==> src/rtl/interval_timer32.sv <==
module interval_timer32 #(
  parameter int HALF_W = 16,
  parameter int PRE_W  = 8,
  parameter int AW     = 4
) (
  input  logic              clk,
  input  logic              rst_n,
  input  logic [AW-1:0]     addr,
  input  logic              wr_en,
  input  logic [2*HALF_W-1:0] wdata,
  output logic [2*HALF_W-1:0] rdata,
  input  logic              stall_in,
  output logic              irq,
  output logic              trig
);
  localparam int W = 2 * HALF_W;
  localparam logic [AW-1:0] A_CFG = 0, A_MODE_A = 1, A_MODE_B = 2, A_CTRL = 3,
                            A_LOAD_LO = 4, A_LOAD_HI = 5, A_CNT_LO = 6, A_CNT_HI = 7,
                            A_MASK = 8, A_RAW = 9, A_MSK_ST = 10, A_CLR = 11,
                            A_PRE_A = 12, A_PRE_B = 13;
  localparam logic [1:0] M_ONESHOT = 2'd1, M_PERIODIC = 2'd2;

  logic [2:0]        cfg;
  logic [1:0]        mode_a, mode_b;
  logic              run, stall_en, trig_en;
  logic [HALF_W-1:0] load_lo, load_hi;
  logic [W-1:0]      cnt;
  logic              mask, raw, trig_q;
  logic [PRE_W-1:0]  pre_a, pre_b;

  wire wide    = (cfg == 3'd0);
  wire mode_ok = (mode_a == M_ONESHOT) || (mode_a == M_PERIODIC);
  wire stalled = stall_en && stall_in;
  wire active  = wide && run && mode_ok && !stalled;
  wire tmo     = active && (cnt == '0);
  wire load_wr = wr_en && (addr == A_LOAD_LO) && wide;
  wire ctrl_wr = wr_en && (addr == A_CTRL);
  wire clr_wr  = wr_en && (addr == A_CLR) && wdata[0];

  always_ff @(posedge clk) begin
    if (!rst_n) begin
      cfg      <= '0;
      mode_a   <= '0;
      mode_b   <= '0;
      stall_en <= 1'b0;
      trig_en  <= 1'b0;
      load_lo  <= '1;
      load_hi  <= '1;
      mask     <= 1'b0;
      pre_a    <= '0;
      pre_b    <= '0;
    end else if (wr_en) begin
      case (addr)
        A_CFG:     cfg <= wdata[2:0];
        A_MODE_A:  mode_a <= wdata[1:0];
        A_MODE_B:  mode_b <= wdata[1:0];
        A_CTRL:    begin stall_en <= wdata[1]; trig_en <= wdata[5]; end
        A_LOAD_LO: begin
          load_lo <= wdata[HALF_W-1:0];
          if (wide) load_hi <= wdata[W-1:HALF_W];
        end
        A_LOAD_HI: load_hi <= wdata[HALF_W-1:0];
        A_MASK:    mask <= wdata[0];
        A_PRE_A:   pre_a <= wdata[PRE_W-1:0];
        A_PRE_B:   pre_b <= wdata[PRE_W-1:0];
        default:   ;
      endcase
    end
  end

  always_ff @(posedge clk) begin
    if (!rst_n) begin
      run    <= 1'b0;
      cnt    <= '1;
      raw    <= 1'b0;
      trig_q <= 1'b0;
    end else begin
      if (tmo && mode_a == M_ONESHOT) run <= 1'b0;
      else if (ctrl_wr)               run <= wdata[0];

      if (load_wr)     cnt <= wdata;
      else if (tmo)    cnt <= {load_hi, load_lo};
      else if (active) cnt <= cnt - 1'b1;

      if (tmo)         raw <= 1'b1;
      else if (clr_wr) raw <= 1'b0;

      trig_q <= tmo && trig_en;
    end
  end

  assign irq  = raw & mask;
  assign trig = trig_q;

  always_comb begin
    rdata = '0;
    case (addr)
      A_CFG:     rdata[2:0] = cfg;
      A_MODE_A:  rdata[1:0] = mode_a;
      A_MODE_B:  rdata[1:0] = mode_b;
      A_CTRL:    begin rdata[0] = run; rdata[1] = stall_en; rdata[5] = trig_en; end
      A_LOAD_LO: rdata = wide ? {load_hi, load_lo} : {{HALF_W{1'b0}}, load_lo};
      A_LOAD_HI: rdata[HALF_W-1:0] = load_hi;
      A_CNT_LO:  rdata = wide ? cnt : {{HALF_W{1'b0}}, cnt[HALF_W-1:0]};
      A_CNT_HI:  rdata[HALF_W-1:0] = cnt[W-1:HALF_W];
      A_MASK:    rdata[0] = mask;
      A_RAW:     rdata[0] = raw;
      A_MSK_ST:  rdata[0] = irq;
      A_PRE_A:   rdata[PRE_W-1:0] = pre_a;
      A_PRE_B:   rdata[PRE_W-1:0] = pre_b;
      default:   rdata = '0;
    endcase
  end

  a_r4_step: assert property (@(posedge clk) disable iff (!rst_n)
    (active && cnt != '0 && !load_wr) |=> cnt == $past(cnt) - 1'b1);
  a_r5_reload: assert property (@(posedge clk) disable iff (!rst_n)
    (tmo && !load_wr) |=> cnt == $past({load_hi, load_lo}));
  a_r6_oneshot_stop: assert property (@(posedge clk) disable iff (!rst_n)
    (tmo && mode_a == M_ONESHOT) |=> !run);
  a_r7_set: assert property (@(posedge clk) disable iff (!rst_n)
    tmo |=> raw);
  a_r7_sticky: assert property (@(posedge clk) disable iff (!rst_n)
    (raw && !clr_wr) |=> raw);
  a_r9_trig_cause: assert property (@(posedge clk) disable iff (!rst_n)
    trig |-> $past(tmo && trig_en));
  a_r10_load_now: assert property (@(posedge clk) disable iff (!rst_n)
    load_wr |=> cnt == $past(wdata));
  a_r11_freeze: assert property (@(posedge clk) disable iff (!rst_n)
    (stalled && !load_wr) |=> $stable(cnt));
  a_r12_idle_cfg: assert property (@(posedge clk) disable iff (!rst_n)
    (cfg != 3'd0) |=> $stable(cnt));
endmodule

==> config.mk <==
export PLATFORM = sky130hd
export DESIGN_NAME = interval_timer32
export DESIGN_NICKNAME = d
export VERILOG_FILES = /design/src/rtl/interval_timer32.sv
export SDC_FILE = /design/constraint.sdc
export NUM_CORES = 1
export LEC_CHECK = 0
export BUFFER_PORTS_ARGS = -buffer_cell sky130_fd_sc_hd__buf_2
export CORE_UTILIZATION = 50
export CTS_BUF_LIST = sky130_fd_sc_hd__clkbuf_8
export DETAILED_ROUTE_END_ITERATION = 8
export HOLD_SLACK_MARGIN = 0.12
export PLACE_DENSITY = 0.71
export SLEW_MARGIN = 0
export SYNTH_ARGS = -nofsm -noshare
export SYNTH_HDL_FRONTEND = slang
export SYNTH_SLANG_ARGS = --single-unit
==> constraint.sdc <==
create_clock -name clk -period 6.7 [get_ports clk]
set_input_delay 0.67 -clock clk [delete_from_list [all_inputs] [get_ports clk]]
set_output_delay 0.67 -clock clk [all_outputs]
set_load 0.02 [all_outputs]
# Word-level counts from Yosys, hierarchy flattened
# Index checks and enable logic that the tools add are counted.
# W data, S select, Z words.
# totals
ramBits	0
inputBits	40
elab_cells	80
romBits	0
memories	0
reg_bits	93
latchBits	0
out_inout_bits	34
# classes
muxes	17
bitwise	2
add_sub_neg	1
n_shift	0
n_mul	0
div	0
n_lt_le_gt_ge	0
reduce_logical	30
n_eq_ne	16
# op_table
operator	count
$mux W32	5
$pmux W16 S2	2
$logic_not A32 Y1	1
$pmux W8 S4	1
$sub A32 B1 Y32 const B	1
$eq A4 B4 Y1 const B	6
$pmux W2 S6	2
$eq A4 B3 Y1 const B	4
$mux W16	1
$reduce_and A2 Y1	8
$pmux W1 S7	2
$pmux W1 S13	1
$logic_and A1 B1 Y1	12
$pmux W1 S10	1
$eq A4 B2 Y1 const B	2
$eq A4 B1 Y1 const B	1
$logic_not A4 Y1	1
$reduce_bool A2 Y1	2
$logic_not A3 Y1	1
$reduce_and A3 Y1	1
$reduce_bool A3 Y1	1
$eq A2 B1 Y1 const B	1
$eq A2 B2 Y1 const B	1
$mux W1	2
6 further kinds	6

# Longest topological paths before layout
# Gate-level depths: netlist (run 1).
# logic_depth
depth_word	7
depth_mapped	10
mapped_depth_nobuf	7

# Worst setup path after synthesis (run 1)
# Ideal clock, no wire load.
# synth_timing
path_type	input-to-output
startpoint	input addr[1]
endpoint	output rdata[16]
slack_ns	3.887
t_required_ns	6.030
arrival_time_ns	2.143
n_path_buf	2
cell_stages	5
path_cell_list	clkbuf_1 > nor4b_1 > clkbuf_1 > a22oi_1 > nor2_1
# synth_between
elab_chain_cells	2
elab_cells_between_ends	3
cone_classes	eq/ne: 2; mux: 1
# synth_rtl
element	line_no	source
from (decl)	8	input logic [AW-1:0] addr,
$eq A4 B3 Y1	97	case (addr)
$pmux W16 S2 *	97	
to (decl)	11	output logic [2*HALF_W-1:0] rdata,
# Every way passes the cells marked *; elsewhere a longest branch is shown, timed or not.

# Final worst setup path (run 1)
# layout_timing
startpoint	input addr[0]
endpoint	output rdata[3]
# layout_between
elab_chain_cells	2
elab_cells_between_ends	7
cone_classes	eq/ne: 6; mux: 1
# layout_rtl
element	line_no
$eq A4 B4 Y1 / $eq A4 B3 Y1 (equally long branches)	97
$pmux W2 S6 *	97
# Marked as above.

==> results of run 1 <==
## layout make-up
class / instances / area share (%)
clock buffers: 11 / 2.521
flip-flops and latches: 93 / 31.00
well taps: 136 / 2.833
repair buffers: 85 / 7.583
inverters: 6 / 0.3750
multi-input cells: 537 / 55.15
clock inverters: 5 / 0.5417
## where the power goes
group / switching (W) / total, W / internal [W]
Sequential: 0.0000218 / 0.000587 / 0.000566
Clock: 0.000216 / 0.000373 / 0.000156
Combinational: 0.0000972 / 0.000148 / 0.0000511
Total: 0.000335 / 0.00111 / 0.000773
## layer usage
layer,routed length [um],global-route usage [%],up-vias
li1,-,-,2674
met3,1614,5.273,63
met2,8921,54.87,335
met1,7846,44.40,2793
met5,13,0,-
met4,890,21.43,2
## critical path: cells and delay by family
kind / cells / cell delay [ps]
buffers and inverters: 3 / 940
and+or+nand+nor: 3 / 850
AOI/OAI and AO/OA: 1 / 240
## kinds of logic after synthesis
logic type / synth area share (%)
AO/OA/AOI/OAI: 25.49
multiplexers: 5.530
AND/OR/NAND/NOR: 25.45
XOR/XNOR: 3.213
adder cells (fa/ha/maj): 0.4589
flip-flops: 34.14
buffers and inverters: 5.714
## worst min path at each step
stage | from | end | slack [ps] | cells past startpoint
final | pre_a[5]$_SDFFE_PN0P_ | pre_a[5]$_SDFFE_PN0P_ | 470 | 2
after global routing | pre_b[7]$_SDFFE_PN0P_ | pre_b[7]$_SDFFE_PN0P_ | 490 | 2
after CTS | pre_b[7]$_SDFFE_PN0P_ | pre_b[7]$_SDFFE_PN0P_ | 460 | 2
after detailed placement | pre_b[7]$_SDFFE_PN0P_ | pre_b[7]$_SDFFE_PN0P_ | 450 | 2
after global placement | pre_b[7]$_SDFFE_PN0P_ | pre_b[7]$_SDFFE_PN0P_ | 440 | 2
after floorplan | trig_en$_SDFFE_PN0P_ | trig$_SDFF_PN0_ | 420 | 2
## state kept, by name, indices dropped and copies added, names as in the netlist
| signal | count |
|---|---|
| cfg | 3 |
| cnt | 32 |
| load_hi | 16 |
| load_lo | 16 |
| mask | 1 |
| mode_a | 2 |
| mode_b | 2 |
| pre_a | 8 |
| pre_b | 8 |
| raw | 1 |
| run | 1 |
| stall_en | 1 |
| trig | 1 |
| trig_en | 1 |
## placed cells by master, fill, tap and decap left out, types with 2 or more instances in the layout
cell type    n
a211oi_1     2
a21boi_0     2
a21oi_1     26
a221oi_1    34
a222oi_1     4
a22o_1       2
a22oi_1     44
a31oi_1      2
and2_1       7
buf_2       73
buf_4       12
clkbuf_8    11
clkinv_2     3
dfxtp_1     93
ha_1         2
inv_1        5
inv_6        2
mux2i_1     29
nand2_1    102
nand2b_1     3
nand3_1     50
nand3b_1     3
nand4_1      8
nand4b_1     4
nor2_1      45
nor2_2       2
nor2b_1      4
nor3_1      26
nor3b_1      3
nor4_1      13
o211ai_1    25
o21ai_0     36
o31a_1       2
o31ai_1      5
or3_1        6
or4_1        2
or4_4        3
xnor2_1      9
xor2_1      11
## per-stage QoR
step / std cells / instance area (um^2) / hold WS, ps / setup slack (ps)
finish: 873 / 6006 / 465.9 / 3305
global route: 873 / 6006 / 486.7 / 3249
CTS: 873 / 6006 / 464.5 / 3374
detailed placement: 857 / 5822 / 451.3 / 3265
global placement: 857 / 5822 / 443.4 / 3261
floorplan: 705 / 5453 / 421.7 / 3887
==> reports/summary.txt, run 1 <==
Placer Congestion: 0.9255
Synth Register Bits: 93
Drt wl/cell: 22.09 um
CP Launch Point: addr[0]
Total gr overflow: 0
Post-Syn Area: 5453 um^2
Capture point of the worst path: rdata[3]
Die Width: 106.4 um
Die Ht: 106.4 um
Final setup violation count: 0
Leak: 2.265 nW
Die ar.: 11330 um^2
Run status: finished clean
Syn_area_per_cell: 7.734 um^2
# port buffers: 73
Mapped Cells: 705
Hold Buf Count CTS: 0
WP data arrival: 2720 ps
Max FO, Critical Path: 20
Max Cap Viol: 0
Fin Clk Skew: 9.325 ps
DR vias/cell: 6.721
R2R Path End: cnt[1]$_SDFFE_PN1P_
CP dominant cell by count: buf_2
Largest net degree at the start of global routing: 62
Post-CTS setup buffers: 0
Nets: 774
H-tree depth: 3
Synth area leader: dfxtp_1
Crit path time final: 3395 ps
Worst min path class: register to register
FF+latch area: 1862 um^2
Initial core utilization: 52.12%
Remaining DRCs: 0
Setup TNS: 0 ps
First-pass GRT wire length: 30.24 mm
Number of antenna diodes: 0
Relative slew slack: 38.47%
YS warnings: 0
Post-synth top cells: nand2_1 (102), dfxtp_1 (93), clkbuf_1 (57), nand3_1 (50), nor2_1 (47)
Power Dens Cells: 184.5 nW/um^2
Critical Path Sink Type: output pin
Worst-Skew Late Latency: 390 ps
FFs w/ async S/R, synth: 0%
Req. time, crit path: 6030 ps
Period utilisation layout: 50.67%
Fraction of final layout cells with drive strength greater than 1: 15.74%
Core Region: 10460 um^2
Top post-synthesis cells by area: dfxtp_1 (34%), nand2_1 (7.0%), a22oi_1 (6.1%), a221oi_1 (5.5%), mux2i_1 (5.3%)
CTS Buf Count: 9
Syn_nets: 747
Drt total wl: 19.29 mm
Fill cell count: 1030
Initial antenna violation count: 1
Peak supply drop: 0.1475 mV
Top FF cell, synth: dfxtp_1
DRT iter0 DRCs: 622
Synth unique cells: 58
Row count: 37
Gr usage total: 34.73%
Most common cell in the netlist: nand2_1
RSZ-0062 raised after global routing: no
Bufs on Longest Clock Path: 2
Post-layout util: 57.40%
Worst R2R Path Depth: 7
Max Slew Vio Count: 0
Critical path's largest stage delay: 550 ps
CP cell instances: buf_2 > nand2b_1 > nor2_2 > buf_4 > a22oi_1 > nand3_1 > buf_2
TritonCTS clock tree: built
Total vias in the final route: 5867
Post-synth EDFFs: 0
Post-CTS sizing: 0
Final ANT Viol Nets: 0
Dpl hpwl: 13.28 mm
Sequential share of the synthesized area: 34.14%
R2R Setup Slk: 3690 ps
DRT Pass-1 Iters: 5
Top-Level Pins: 74
Slowest cell on crit path: nor2_2
Vias in the first global route: 5559
Area of the multi-input gates: 3312 um^2
Final hold violation count: 0
Area grow syn2layout: 10.14%
Max Clk Rate: 0.2946 GHz
Crit Path Class: input pin to output pin
Num Clock Sinks: 93
Nature of the critical path startpoint: input pin
Top cell type's share of synthesized area: 34.14%
Reg2reg start: cnt[0]$_SDFFE_PN1P_
Clock-pin slew on the worst setup and hold paths: 90 ps
Clock root buffer: clkbuf_8
Pwr Total: 0.001108 W
Worst Max-Slew Pin Slew: 918.9 ps
Note: power is estimated with default switching activity, not from simulation.
==> run 2: changes to the inputs <==
--- a/config.mk
+++ b/config.mk
@@ -10,7 +10,7 @@
 export CTS_BUF_LIST = sky130_fd_sc_hd__clkbuf_8
 export DETAILED_ROUTE_END_ITERATION = 8
 export HOLD_SLACK_MARGIN = 0.12
-export PLACE_DENSITY = 0.71
+export PLACE_DENSITY = 0.74
 export SLEW_MARGIN = 0
 export SYNTH_ARGS = -nofsm -noshare
 export SYNTH_HDL_FRONTEND = slang
==> constraint.sdc (replaced) <==
create_clock -name clk -period 2.9 [get_ports clk]
set_input_delay 0.29 -clock clk [delete_from_list [all_inputs] [get_ports clk]]
set_output_delay 0.29 -clock clk [all_outputs]
set_load 0.02 [all_outputs]
==> reports/summary.txt, run 2 (synthesized netlist as in run 1, its figures left out) <==
Run status: finished clean (unchanged)
Bufs on Longest Clock Path: 2 (unchanged)
Area grow syn2layout: 12.99% (was 10.14%)
Leading cell type in the layout, fill and taps excluded: nand2_1 (unchanged)
TritonCTS clock tree: built (unchanged)
Max Cap Viol: 0 (unchanged)
Dpl hpwl: 13.77 mm (was 13.28 mm)
Final ANT Viol Nets: 0 (unchanged)
Largest register FFs: 32 (unchanged)
Worst hold slack: 151.8 ps (was 465.9 ps)
Worst R2R Path Depth: 5 (was 7)
R2R Path End: cnt[1]$_SDFFE_PN1P_ (unchanged)
DRT Pass-1 Iters: 8 (was 5)
Vias in the first global route: 5589 (was 5559)
Die ar.: 11330 um^2 (unchanged)
Worst min path class: input pin to register (was register to register)
Post-Place Worst Slack: 188.4 ps (was 3265 ps)
Max Slew Vio Count: 0 (unchanged)
Final setup margin: 150.5 ps (was 3305 ps)
DR vias/cell: 6.753 (was 6.721)
Biggest regs: cnt: 32 flops, load_hi: 16 flops, load_lo: 16 flops (unchanged)
# port buffers: 73 (unchanged)
RSZ-0062 raised after global routing: no (unchanged)
Row count: 37 (unchanged)
Crit path time final: 2749 ps
Capture point of the worst path: cnt[1]$_SDFFE_PN1P_ (was rdata[3])
Power Dens Cells: 417.2 nW/um^2 (was 184.5 nW/um^2)
Nets: 795 (was 774)
Reg2reg start: cnt[7]$_SDFFE_PN1P_ (was cnt[0]$_SDFFE_PN1P_)
Total vias in the final route: 6030 (was 5867)
Final setup violation count: 0 (unchanged)
Drt total wl: 19.54 mm (was 19.29 mm)
Period utilisation layout: 94.81%
DRT iter0 DRCs: 672 (was 622)
Largest net degree at the start of global routing: 62 (unchanged)
Leak: 2.358 nW (was 2.265 nW)
Post-layout util: 58.89% (was 57.40%)
Number of antenna diodes: 0 (unchanged)
Core Region: 10460 um^2 (unchanged)
Clock root buffer: clkbuf_8 (unchanged)
Top-Level Pins: 74 (unchanged)
Placer Congestion: 0.9741 (was 0.9255)
Hold Buf Count CTS: 0 (unchanged)
CP Launch Point: cnt[7]$_SDFFE_PN1P_ (was addr[0])
Post-CTS setup buffers: 0 (unchanged)
Peak supply drop: 0.3010 mV (was 0.1475 mV)
Gr usage total: 35.16% (was 34.73%)
Post-CTS sizing: 0 (unchanged)
Num Clock Sinks: 93 (unchanged)
Nature of the critical path startpoint: register (was input pin)
Worst Max-Slew Pin Slew: 845.8 ps (was 918.9 ps)
Final hold violation count: 0 (unchanged)
Remaining DRCs: 0 (unchanged)
Clock-pin slew on the worst setup and hold paths: 100 ps (was 90 ps)
Critical Path Sink Type: register (was output pin)
Crit Path Class: register to register (was input pin to output pin)
Max Clk Rate: 0.3637 GHz
First-pass GRT wire length: 30.59 mm (was 30.24 mm)
Final std cells w/o fill: 893 (was 873)
Placed Instances: 878 (was 857)
Die Width: 106.4 um (unchanged)
CTS Buf Count: 9 (unchanged)
Initial core utilization: 52.12% (unchanged)
Relative slew slack: 43.61% (was 38.47%)
Drt wl/cell: 21.88 um (was 22.09 um)
Die Ht: 106.4 um (unchanged)
H-tree depth: 3 (unchanged)
Most frequent cells in the layout: nand2_1 (102), dfxtp_1 (93), buf_2 (73) (unchanged)
Req. time, crit path: 3190 ps (was 6030 ps)
Fin Clk Skew: 10.54 ps (was 9.325 ps)
WP data arrival: 3040 ps (was 2720 ps)
Total gr overflow: 0 (unchanged)
R2R Setup Slk: 150 ps (was 3690 ps)
Worst-Skew Late Latency: 380 ps (was 390 ps)
Fraction of final layout cells with drive strength greater than 1: 17.70% (was 15.74%)
Initial antenna violation count: 0 (was 1)
Setup TNS: 0 ps (unchanged)
Max FO, Critical Path: 30 (was 20)
Largest Register: cnt (unchanged)
[run 2: worst min-delay path by stage]
stage                                startpoint                      end  slack, ps  cells after the start
after floorplan                        wdata[2]  load_lo[2]$_SDFFE_PN1P_        410                      2
after global placement    pre_b[6]$_SDFFE_PN0P_    pre_b[6]$_SDFFE_PN0P_        440                      2
after detailed placement  pre_a[7]$_SDFFE_PN0P_    pre_a[7]$_SDFFE_PN0P_        450                      2
after CTS                             wdata[20]     cnt[20]$_SDFFE_PN1P_        150                      3
after global routing                  wdata[20]     cnt[20]$_SDFFE_PN1P_        150                      3
final                                 wdata[20]     cnt[20]$_SDFFE_PN1P_        150                      3
[run 2: layer usage]
layer	up-vias	global-route usage, %	routed length (um)
met5	-	0	0
met4	0	12.92	633
met3	46	6.867	2115
met2	416	56.77	8925
met1	2844	46.41	7861
li1	2724	-	-
[run 2: metrics by stage]
stage / cell area, um^2 / total power [W]
after floorplan: 5453 / 0.001580
after global placement: 5979 / 0.001723
after detailed placement: 5979 / 0.001731
after CTS: 6161 / 0.002562
after global routing: 6161 / 0.002667
final: 6161 / 0.002570
[run 2: power breakdown]
part	total, W	internal, W	switching (W)
Sequential	0.00135	0.00131	0.0000406
Clock	0.000858	0.000386	0.000472
Combinational	0.000365	0.000127	0.000238
Total	0.00257	0.00182	0.000750
[run 2: layout make-up]
| class | instances | area (um^2) |
|---|---|---|
| clock inverter | 6 | 57.56 |
| tap | 136 | 170.2 |
| multi-input combinational | 537 | 3312 |
| timing repair buffer | 106 | 613.1 |
| sequential | 93 | 1862 |
| inverter | 6 | 22.52 |
| clock buffer | 9 | 123.9 |
| fill | 997 | 4302 |
[run 2: worst max-delay path, cell delays in order (launching register included)]
cell and delay [ps]:
dfxtp_1 390, or4_4 580, or4_4 540, or4_4 700, and2_4 250, o31ai_2 200
==> run 3: changes to the inputs <==
==> constraint.sdc (replaced) <==
create_clock -name clk -period 2.9 [get_ports clk]
set_input_delay 0.58 -clock clk [delete_from_list [all_inputs] [get_ports clk]]
set_output_delay 0.58 -clock clk [all_outputs]
set_load 0.02 [all_outputs]
==> reports/summary.txt, run 3 (synthesized netlist as in run 1, its figures left out) <==
Nets: 803 (was 795)
RSZ-0062 raised after global routing: no (unchanged)
Drt wl/cell: 21.84 um (was 21.88 um)
Max Slew Vio Count: 0 (unchanged)
DRT Pass-1 Iters: 6 (was 8)
Worst hold slack: 451.2 ps (was 151.8 ps)
Peak supply drop: 0.2833 mV (was 0.3010 mV)
Max Cap Viol: 0 (unchanged)
Die Width: 106.4 um (unchanged)
Core Region: 10460 um^2 (unchanged)
Total vias in the final route: 5978 (was 6030)
Most frequent cells in the layout: nand2_1 (102), dfxtp_1 (93), buf_2 (73) (unchanged)
Worst Max-Slew Pin Slew: 791.5 ps (was 845.8 ps)
Fill cell count: 966 (was 997)
Crit path time final: 2826 ps (was 2749 ps)
Row count: 37 (unchanged)
Critical Path Sink Type: register (unchanged)
Largest Register: cnt (unchanged)
Total gr overflow: 0 (unchanged)
Setup TNS: 0 ps (unchanged)
CP Launch Point: cnt[7]$_SDFFE_PN1P_ (unchanged)
Sw frac: 28.13% (was 29.18%)
Placer Congestion: 0.9657 (was 0.9741)
Pwr Total: 0.002707 W (was 0.002570 W)
Die ar.: 11330 um^2 (unchanged)
Nature of the critical path startpoint: register (unchanged)
Clock root buffer: clkbuf_8 (unchanged)
Final hold violation count: 0 (unchanged)
Worst min path class: input pin to register (unchanged)
Power Dens Cells: 430.3 nW/um^2 (was 417.2 nW/um^2)
Reg2reg start: cnt[7]$_SDFFE_PN1P_ (unchanged)
Final setup violation count: 0 (unchanged)
DR vias/cell: 6.627 (was 6.753)
Clock-pin slew on the worst setup and hold paths: 90 ps (was 100 ps)
Int Power: 0.001945 W (was 0.001820 W)
Power share of the sequential group: 49.7% (was 52.4%)
WP data arrival: 3090 ps (was 3040 ps)
Post-CTS sizing: 0 (unchanged)
Vias in the first global route: 5599 (was 5589)
Area grow syn2layout: 15.35% (was 12.99%)
Initial antenna violation count: 0 (unchanged)
Top-Level Pins: 74 (unchanged)
Req. time, crit path: 3170 ps (was 3190 ps)
Run status: finished clean (unchanged)
Remaining DRCs: 0 (unchanged)
Leading cell type in the layout, fill and taps excluded: nand2_1 (unchanged)
Hold Buf Count CTS: 0 (unchanged)
P_sw: 0.0007614 W (was 0.0007501 W)
Largest net degree at the start of global routing: 34 (was 62)
Post-CTS setup buffers: 0 (unchanged)
Largest register FFs: 32 (unchanged)
Fin Clk Skew: 11.98 ps (was 10.54 ps)
Die Ht: 106.4 um (unchanged)
Post-layout util: 60.12% (was 58.89%)
Leak: 2.415 nW (was 2.358 nW)
Dpl hpwl: 14.17 mm (was 13.77 mm)
Drt total wl: 19.70 mm (was 19.54 mm)
Initial core utilization: 52.12% (unchanged)
Crit Path Class: register to register (unchanged)
Final ANT Viol Nets: 0 (unchanged)
Gr usage total: 35.63% (was 35.16%)
Period utilisation layout: 97.45% (was 94.81%)
Biggest regs: cnt: 32 flops, load_hi: 16 flops, load_lo: 16 flops (unchanged)
First-pass GRT wire length: 30.68 mm (was 30.59 mm)
# port buffers: 73 (unchanged)
CTS Buf Count: 9 (unchanged)
DRT iter0 DRCs: 675 (was 672)
Fraction of final layout cells with drive strength greater than 1: 18.80% (was 17.70%)
Bufs on Longest Clock Path: 2 (unchanged)
Clock power share: 36.5% (was 33.4%)
Num Clock Sinks: 93 (unchanged)
Hold Startpoint: wdata[23] (was wdata[20])
Max FO, Critical Path: 30 (unchanged)
Worst-Skew Late Latency: 380 ps (about the same)
H-tree depth: 3 (unchanged)
Gate power share: 13.8% (was 14.2%)
Relative slew slack: 47.24% (was 43.61%)
TritonCTS clock tree: built (unchanged)
Number of antenna diodes: 0 (unchanged)
Max Clk Rate: 0.3538 GHz (was 0.3637 GHz)
## run 3: worst max-delay path, cell delays in order (launching register included)
cell and delay (ps):
dfxtp_1 390, or4_4 570, or4_4 540, or4_4 720
mux2i_1 190, o21ai_0 300
## run 3: final cells by class
| type | count | area, um^2 | share of cell area (%) |
|---|---|---|---|
| Clock buffer | 10 | 137.6 | 2.188 |
| Clock inverter | 6 | 87.58 | 1.392 |
| Inverter | 6 | 22.52 | 0.3581 |
| Multi-Input combinational cell | 537 | 3312 | 52.66 |
| Sequential cell | 93 | 1862 | 29.60 |
| Tap cell | 136 | 170.2 | 2.705 |
| Timing Repair Buffer | 114 | 698.2 | 11.10 |
## run 3: path summary, 6_finish.rpt
path / endpoint / slack, ps / cells past startpoint
worst max-delay path: cnt[5]$_SDFFE_PN1P_ / 70 / 5
worst min register to register: pre_a[4]$_SDFFE_PN0P_ / 460 / 2
worst min-delay path: cnt[23]$_SDFFE_PN1P_ / 450 / 3
worst max register to register: cnt[5]$_SDFFE_PN1P_ / 70 / 5
## run 3: routing by layer
metal	routed length, um	share of wire, %	vias to the layer above	global-route usage (%)
met1	8274	42	2824	47.75
li1	-	-	2739	-
met2	8806	45	357	54.41
met4	707	3.6	0	16.73
met5	0	0	-	0
met3	1914	9.7	58	7.725
## run 3: stage by stage
step	setup WS, ps	instance area (um^2)	instances
floorplan	266.5	5453	705
global placement	192.8	6065	886
detailed placement	159.4	6065	886
CTS	150.7	6290	902
global route	42.80	6290	902
finish	73.82	6290	902
## run 3: power by group through the flow
stage               sequential [W]  clock (W)  combinational [W]
floorplan                  0.00136          0           0.000224
global placement           0.00137          0           0.000359
detailed placement         0.00137          0           0.000365
CTS                        0.00134   0.000998           0.000367
global route               0.00135    0.00105           0.000399
finish                     0.00134   0.000988           0.000374
